==> src/rtl/zt_sram_pkg.sv <==
package zt_sram_pkg;
  typedef enum logic [1:0] {
    OP_IDLE = 2'd0,
    OP_RD   = 2'd1,
    OP_WR   = 2'd2
  } op_e;
endpackage

==> src/rtl/zt_sram_burst.sv <==
module zt_sram_burst
  import zt_sram_pkg::*;
#(
  parameter int ADDR_W = 8,
  parameter int BYTES  = 2
) (
  input  logic              clk_i,
  input  logic              rst_ni,
  input  logic              en_i,
  input  logic              sleep_i,
  input  logic              sel_i,
  input  logic              we_i,
  input  logic              adv_i,
  input  logic              mode_i,
  input  logic [ADDR_W-1:0] addr_i,
  input  logic [BYTES-1:0]  be_i,
  output op_e               op_o,
  output logic [ADDR_W-1:0] addr_o,
  output logic [BYTES-1:0]  be_o
);
  op_e               op_q, op_n;
  logic [ADDR_W-1:0] base_q, base_n;
  logic [1:0]        cnt_q, cnt_n, lo;

  always_comb begin
    op_n   = op_q;
    base_n = base_q;
    cnt_n  = cnt_q + 2'd1;
    if (sleep_i) begin
      op_n  = OP_IDLE;
      cnt_n = 2'd0;
    end else if (!adv_i) begin
      base_n = addr_i;
      cnt_n  = 2'd0;
      op_n   = sel_i ? (we_i ? OP_WR : OP_RD) : OP_IDLE;
    end
    lo = mode_i ? (base_n[1:0] ^ cnt_n) : (base_n[1:0] + cnt_n);
  end

  assign op_o   = op_n;
  assign addr_o = {base_n[ADDR_W-1:2], lo};
  assign be_o   = be_i;

  always_ff @(posedge clk_i or negedge rst_ni) begin
    if (!rst_ni) begin
      op_q   <= OP_IDLE;
      base_q <= '0;
      cnt_q  <= '0;
    end else if (en_i) begin
      op_q   <= op_n;
      base_q <= base_n;
      cnt_q  <= cnt_n;
    end
  end

  // a continue keeps the command type and steps the count
  a_r6_continue_steps: assert property (@(posedge clk_i) disable iff (!rst_ni)
    (en_i && !sleep_i && adv_i && op_q != OP_IDLE)
      |=> (op_q == $past(op_q) && cnt_q == $past(cnt_q) + 2'd1));

  // continuing a deselected burst stays deselected
  a_r10_idle_continue: assert property (@(posedge clk_i) disable iff (!rst_ni)
    (en_i && adv_i && op_q == OP_IDLE) |=> (op_q == OP_IDLE));
endmodule

==> src/rtl/zt_sram_array.sv <==
module zt_sram_array #(
  parameter int ADDR_W = 8,
  parameter int BYTES  = 2,
  parameter int BYTE_W = 9
) (
  input  logic                    clk_i,
  input  logic                    we_i,
  input  logic [ADDR_W-1:0]       waddr_i,
  input  logic [BYTES-1:0]        be_i,
  input  logic [BYTES*BYTE_W-1:0] wdata_i,
  input  logic [ADDR_W-1:0]       raddr_i,
  output logic [BYTES*BYTE_W-1:0] rdata_o
);
  localparam int DEPTH = 1 << ADDR_W;

  for (genvar b = 0; b < BYTES; b++) begin : g_lane
    logic [BYTE_W-1:0] lane_mem [DEPTH];

    always_ff @(posedge clk_i) begin
      if (we_i && be_i[b]) lane_mem[waddr_i] <= wdata_i[b*BYTE_W +: BYTE_W];
    end

    assign rdata_o[b*BYTE_W +: BYTE_W] = lane_mem[raddr_i];
  end
endmodule

==> src/rtl/zt_sram.sv <==
module zt_sram
  import zt_sram_pkg::*;
#(
  parameter int ADDR_W = 8,
  parameter int BYTES  = 2,
  parameter int BYTE_W = 9
) (
  input  logic                    clk_i,
  input  logic                    rst_ni,
  input  logic                    clk_en_i,
  input  logic                    cs_n_i,
  input  logic                    cs_i,
  input  logic                    cs2_n_i,
  input  logic                    we_i,
  input  logic                    adv_i,
  input  logic [ADDR_W-1:0]       addr_i,
  input  logic [BYTES-1:0]        be_i,
  input  logic                    mode_i,
  input  logic                    oe_i,
  input  logic                    sleep_i,
  input  logic [BYTES*BYTE_W-1:0] wdata_i,
  output logic [BYTES*BYTE_W-1:0] rdata_o,
  output logic                    rdata_oe_o
);
  localparam int DW = BYTES * BYTE_W;

  op_e               nx_op, s1_op, s2_op;
  logic [ADDR_W-1:0] nx_addr, s1_addr, s2_addr;
  logic [BYTES-1:0]  nx_be, s1_be, s2_be;
  logic [DW-1:0]     arr_rd, fwd_rd, dout_q;
  logic              dout_en_q, sel, fwd_hit, wr_commit;

  assign sel = !cs_n_i && cs_i && !cs2_n_i;

  zt_sram_burst #(.ADDR_W(ADDR_W), .BYTES(BYTES)) u_burst (
    .clk_i   (clk_i),
    .rst_ni  (rst_ni),
    .en_i    (clk_en_i),
    .sleep_i (sleep_i),
    .sel_i   (sel),
    .we_i    (we_i),
    .adv_i   (adv_i),
    .mode_i  (mode_i),
    .addr_i  (addr_i),
    .be_i    (be_i),
    .op_o    (nx_op),
    .addr_o  (nx_addr),
    .be_o    (nx_be)
  );

  // oldest command owns the data bus at this edge
  assign wr_commit = clk_en_i && (s2_op == OP_WR);

  zt_sram_array #(.ADDR_W(ADDR_W), .BYTES(BYTES), .BYTE_W(BYTE_W)) u_array (
    .clk_i   (clk_i),
    .we_i    (wr_commit),
    .waddr_i (s2_addr),
    .be_i    (s2_be),
    .wdata_i (wdata_i),
    .raddr_i (s1_addr),
    .rdata_o (arr_rd)
  );

  // coherency: merge the write landing this edge into a read of the same word
  assign fwd_hit = (s2_op == OP_WR) && (s2_addr == s1_addr);

  for (genvar b = 0; b < BYTES; b++) begin : g_fwd
    assign fwd_rd[b*BYTE_W +: BYTE_W] = (fwd_hit && s2_be[b]) ?
      wdata_i[b*BYTE_W +: BYTE_W] : arr_rd[b*BYTE_W +: BYTE_W];
  end

  always_ff @(posedge clk_i or negedge rst_ni) begin
    if (!rst_ni) begin
      s1_op     <= OP_IDLE;
      s2_op     <= OP_IDLE;
      s1_addr   <= '0;
      s2_addr   <= '0;
      s1_be     <= '0;
      s2_be     <= '0;
      dout_q    <= '0;
      dout_en_q <= 1'b0;
    end else begin
      if (clk_en_i) begin
        s1_op     <= nx_op;
        s1_addr   <= nx_addr;
        s1_be     <= nx_be;
        s2_op     <= s1_op;
        s2_addr   <= s1_addr;
        s2_be     <= s1_be;
        dout_en_q <= (s1_op == OP_RD);
        if (s1_op == OP_RD) dout_q <= fwd_rd;
      end
      if (sleep_i) dout_en_q <= 1'b0;
    end
  end

  assign rdata_o    = dout_q;
  assign rdata_oe_o = dout_en_q && oe_i && !sleep_i;

  // full-word forward returns the arriving write data
  a_r4_forward: assert property (@(posedge clk_i) disable iff (!rst_ni)
    (clk_en_i && !sleep_i && s1_op == OP_RD && s2_op == OP_WR &&
     s1_addr == s2_addr && (&s2_be)) |=> (rdata_o == $past(wdata_i)));

  // a stalled edge holds the output register
  a_r5_stall_hold: assert property (@(posedge clk_i) disable iff (!rst_ni)
    (!clk_en_i && !sleep_i) |=> ($stable(rdata_o) && $stable(dout_en_q)));

  // bus released on the edge after a write command
  a_r8_write_hiz: assert property (@(posedge clk_i) disable iff (!rst_ni)
    (clk_en_i && s1_op == OP_WR) |=> !rdata_oe_o);

  // outputs stay released when sleep ends
  a_r11_wake_hiz: assert property (@(posedge clk_i) disable iff (!rst_ni)
    $fell(sleep_i) |-> !rdata_oe_o);
endmodule

==> config.mk <==
export PLATFORM = sky130hd
export DESIGN_NAME = zt_sram
export DESIGN_NICKNAME = d
export VERILOG_FILES = /design/src/rtl/zt_sram_pkg.sv /design/src/rtl/zt_sram_burst.sv /design/src/rtl/zt_sram_array.sv /design/src/rtl/zt_sram.sv
export SDC_FILE = /design/constraint.sdc
export NUM_CORES = 2
export LEC_CHECK = 0
export BUFFER_PORTS_ARGS = -buffer_cell sky130_fd_sc_hd__clkbuf_2
export CORE_UTILIZATION = 45
export CTS_CLUSTER_SIZE = 25
export DETAILED_ROUTE_END_ITERATION = 6
export PLACE_DENSITY_LB_ADDON = 0.1
export REMOVE_ABC_BUFFERS = 1
export SETUP_SLACK_MARGIN = 0.1
export SYNTH_ARGS = -nofsm -noshare
export SYNTH_HDL_FRONTEND = slang
export SYNTH_MEMORY_MAX_BITS = 65536
export SYNTH_SLANG_ARGS = --single-unit
==> constraint.sdc <==
create_clock -name clk_i -period 2.7 [get_ports clk_i]
set_input_delay 0.27 -clock clk_i [delete_from_list [all_inputs] [get_ports clk_i]]
set_output_delay 0.27 -clock clk_i [all_outputs]
set_load 0.01 [all_outputs]
==> impl_metrics.env <==
export IMPL_routed_via_density=5.87
export IMPL_total_power_mw=178
export IMPL_die_h_um=637
export IMPL_clk_pin_slew_ns=0.06
export IMPL_cts_htree_levels=5
export IMPL_dpl_cell_area_sq_mm=0.200
export IMPL_track_usage_pct=25.2
export IMPL_avgSynthCellArea_sq_um=20.8
export IMPL_critPathMaxFanout=13
export IMPL_synth_compound_area_share_pct=3.26
export IMPL_min_path_type="in2reg"
export IMPL_synth_top_cell_area_share_pct=76.3
export IMPL_path_class="reg2reg"
export IMPL_cts_buffer_depth=4
export IMPL_drt_iter0_markers=9836
export IMPL_core_sq_mm=0.400
export IMPL_num_rows=232
export IMPL_dp_final_hpwl_mm=337
export IMPL_synth_seq_cells=4655
export IMPL_whs_path_depth=4
export IMPL_cts_made_buffers=476
export IMPL_cpPeakStageDelay_ns=0.71
export IMPL_layout_area_overhead_vs_synth_pct=20.3
export IMPL_yosys_most_used_dff="edfxtp_1"
export IMPL_cellPowerDensity_mw_per_mm2=818
export IMPL_fin_crit_ns=3.15
export IMPL_routedWlPerCell_um=32.3
export IMPL_initial_core_util_pct=45.3
export IMPL_syn_area_sq_mm=0.181
export IMPL_post_route_period_util_pct=117
export IMPL_fmax_mhz=317
export IMPL_async_reset_ff_share_pct=1.01
export IMPL_reg2reg_setup_slack_ns=-0.45
export IMPL_status="complete, but fails checks"
export IMPL_violations="negative setup slack"
export IMPL_cap_violations=0
export IMPL_first_global_vias=96200
export IMPL_synthSimpleGateAreaFrac_pct=2.79
export IMPL_fin_nets=10400
export IMPL_r2r_end="rdata_o[6]"
export IMPL_dr_wl_met2_mm=253
export IMPL_cts_tree="built"
export IMPL_postRouteAntennaNets=0
export IMPL_crit_path_top_delay_cell="o311ai_0"
export IMPL_crit_path_end_kind="register"
export IMPL_gp_congestion=0.863
export IMPL_yosysMostFrequentCell="edfxtp_1"
export IMPL_synth_top_family_by_area="multiplexers"
export IMPL_fp_dieW_um=637
export IMPL_path_cells="buf_4, buf_4, or2_2, buf_4, o221ai_1, a21oi_1, o311ai_0, o211ai_1, o21ai_1"
export IMPL_clock_latency_ns=1.03
export IMPL_io_buffers=57
export IMPL_worst_pin_slew_ns=1.16
export IMPL_crit_top_cell="buf_4"
export IMPL_grt_remaining_overflow=0
export IMPL_synthMuxAreaShare_pct=15.0
export IMPL_hold_path_startpoint="addr_i[5]"
export IMPL_yosys_top_cells_area="edfxtp_1 76%, mux4_2 11%, mux2i_1 2.9%, nor2_1 1.3%, dfrtp_1 0.65%"
export IMPL_cp_start_kind="register"
export IMPL_clock_root_buffer="clkbuf_16"
export IMPL_drc=0
export IMPL_cp_required_ns=3.65
export IMPL_grt_pass1_wl_mm=728
export IMPL_die_area_sq_mm=0.405
export IMPL_yosysTopAreaCell="edfxtp_1"
export IMPL_rsz0062_at_grt="true"
export IMPL_crit_start="s1_addr[1]"
export IMPL_setup_ws_ns=-0.454
export IMPL_drt_met1_wl_mm=217
export IMPL_drive_gt1_share_pct=33.6
export IMPL_wl_met3_mm=34.4
export IMPL_setup_viol=18
export IMPL_synth_cell_types=75
export IMPL_critPathArrivalTime_ns=4.10
export IMPL_synth_edf_count=4608
export IMPL_dp_cells=15100
export IMPL_grt_max_degree=107
export IMPL_synth_warning_count=0
export IMPL_final_cells=16100
export IMPL_cts_sinks=4655
export IMPL_reg2reg_depth=9
export IMPL_hold_viol=0
export IMPL_clock_skew_ns=0.0891
export IMPL_syn_inst=8698
export IMPL_antenna_found_initial=29
export IMPL_yosys_area_share_xor_xnor_pct=0.0531
export IMPL_peakVddDrop_v=0.000591
export IMPL_routed_wl_mm=520
export IMPL_yosysSeqAreaShare_pct=77.0
export IMPL_final_area_sq_mm=0.218
export IMPL_synthAdderAreaFrac_pct=0.00690
export IMPL_leakage_nw=72.3
export IMPL_pin_count=58
export IMPL_r2r_start="s1_addr[1]"
export IMPL_drt_first_pass_iters=5
export IMPL_vias=94400
export IMPL_topRoutingLayerUsed="met5"
export IMPL_netlist_top_cells_count="4608 x edfxtp_1, 897 x mux4_2, 641 x nor2_1"
export IMPL_hold_end="s1_addr[5]"
export IMPL_finalMaxSlewViolations=0
export IMPL_slew_headroom_pct=22.8
export IMPL_pre_cts_ws_ns=-0.721
==> area by class of cell <==
cell class                 count  area [sq um]
multi-input combinational   3505         39600
clock buffer                 569         12400
inverter                       3          13.8
timing repair buffer        1763         17000
fill                       30600        182000
clock inverter               322          2930
antenna                        7          17.5
sequential                  4655        140000
tap                         5265          6590
==> flip-flops by register name (all words and copies together), names as in the netlist <==
register                 flops
u_array.g_lane.lane_mem   4608
rdata_o                     18
s1_addr                      8
s2_addr                      8
s1_be                        2
s2_be                        2
s2_op                        2
u_burst.base_q               2
u_burst.cnt_q                2
u_burst.op_q                 2
dout_en_q                    1
==> metrics by stage <==
stage / hold slack, ns / setup TNS, ns / utilization (%)
global placement: 0.250 / -11.74 / 49.9
floorplan: -0.0256 / -1051.47 / -
finish: 0.178 / -6.03 / 54.5
detailed placement: 0.253 / -11.19 / 49.9
CTS: 0.124 / -6.44 / 54.2
global route: 0.171 / -6.94 / 54.5
==> per-layer routing <==
metal,vias to the layer above,global-route usage [%]
li1,39700,-
met1,50600,35.3
met2,3392,41.4
met3,724,3.82
met4,6,6.92
met5,-,0
==> critical path, delay by kind of cell (launching register included) <==
kind                   cells  cell delay (ns)
AOI/OAI and AO/OA          5             1.55
buffers and inverters      3             0.59
DFF                        1             0.56
and+or+nand+nor            1             0.39
==> report_power, final <==
group	switching [mW]	total (mW)	internal (mW)	leakage, nW
registers	0.309	79.9	79.6	42.0
logic	18.7	33.7	15.1	22.8
clock network	27.8	64.8	37.1	7.51
==> timing repair <==
action / 4_1_cts / 5_1_grt
endpoints found under the setup margin: 225 / 74
buffers inserted: 26 / 29
pin swaps: 44 / 61
gates cloned: 10 / 13
hold buffers: 44 / 0
gates resized for setup: 166 / 159
hold endpoints to repair: 2518 / 0
==> worst max-delay path by stage <==
stage                             end  depth (start not counted)
final                      rdata_o[6]                          9
after global routing       rdata_o[4]                         12
after CTS                  rdata_o[1]                         14
after detailed placement  rdata_o[16]                         12
after global placement    rdata_o[11]                          8
after floorplan            rdata_o[0]                          6
==> logic make-up (layout without fill, tap and decap cells) <==
kind of cell	Yosys count	count (layout)
and+or+nand+nor	1134	1134
xor gates and xnor gates	11	11
DFF	4655	4655
muxes	1548	1548
buffers and inverters	538	2657
AOI/OAI and AO/OA	811	811
adders and majority gates	1	1
other	0	7
==> layout by cell type (no fill, tap or decap), types with 16 or more instances in the layout <==
master	netlist	layout
nor4_1	31	19
dlygate4sd3_1	0	43
nor3_1	74	67
clkbuf_16	0	492
buf_6	57	55
mux2_2	95	95
a21oi_1	75	58
clkbuf_2	0	38
dfrtp_1	47	41
a22oi_1	120	118
o221ai_1	54	45
clkinv_1	0	133
a21boi_2	0	16
o211ai_1	41	41
nand2_1	140	128
mux4_1	22	19
o22ai_1	180	157
buf_16	0	27
buf_12	20	196
a21oi_2	0	17
and2_1	19	18
a22o_1	30	24
mux2i_1	534	525
a211oi_1	94	92
nand3_1	61	48
nor2_2	0	20
clkbuf_1	220	85
o22ai_2	0	21
edfxtp_1	4608	4608
nor2_1	641	621
clkinv_2	0	104
buf_8	23	30
nor2b_1	81	79
o21ai_0	41	35
o21ai_1	18	24
buf_4	73	1356
mux4_2	897	900
a21o_1	23	20
bufinv_16	0	47
(Power assumes the default switching activity.)
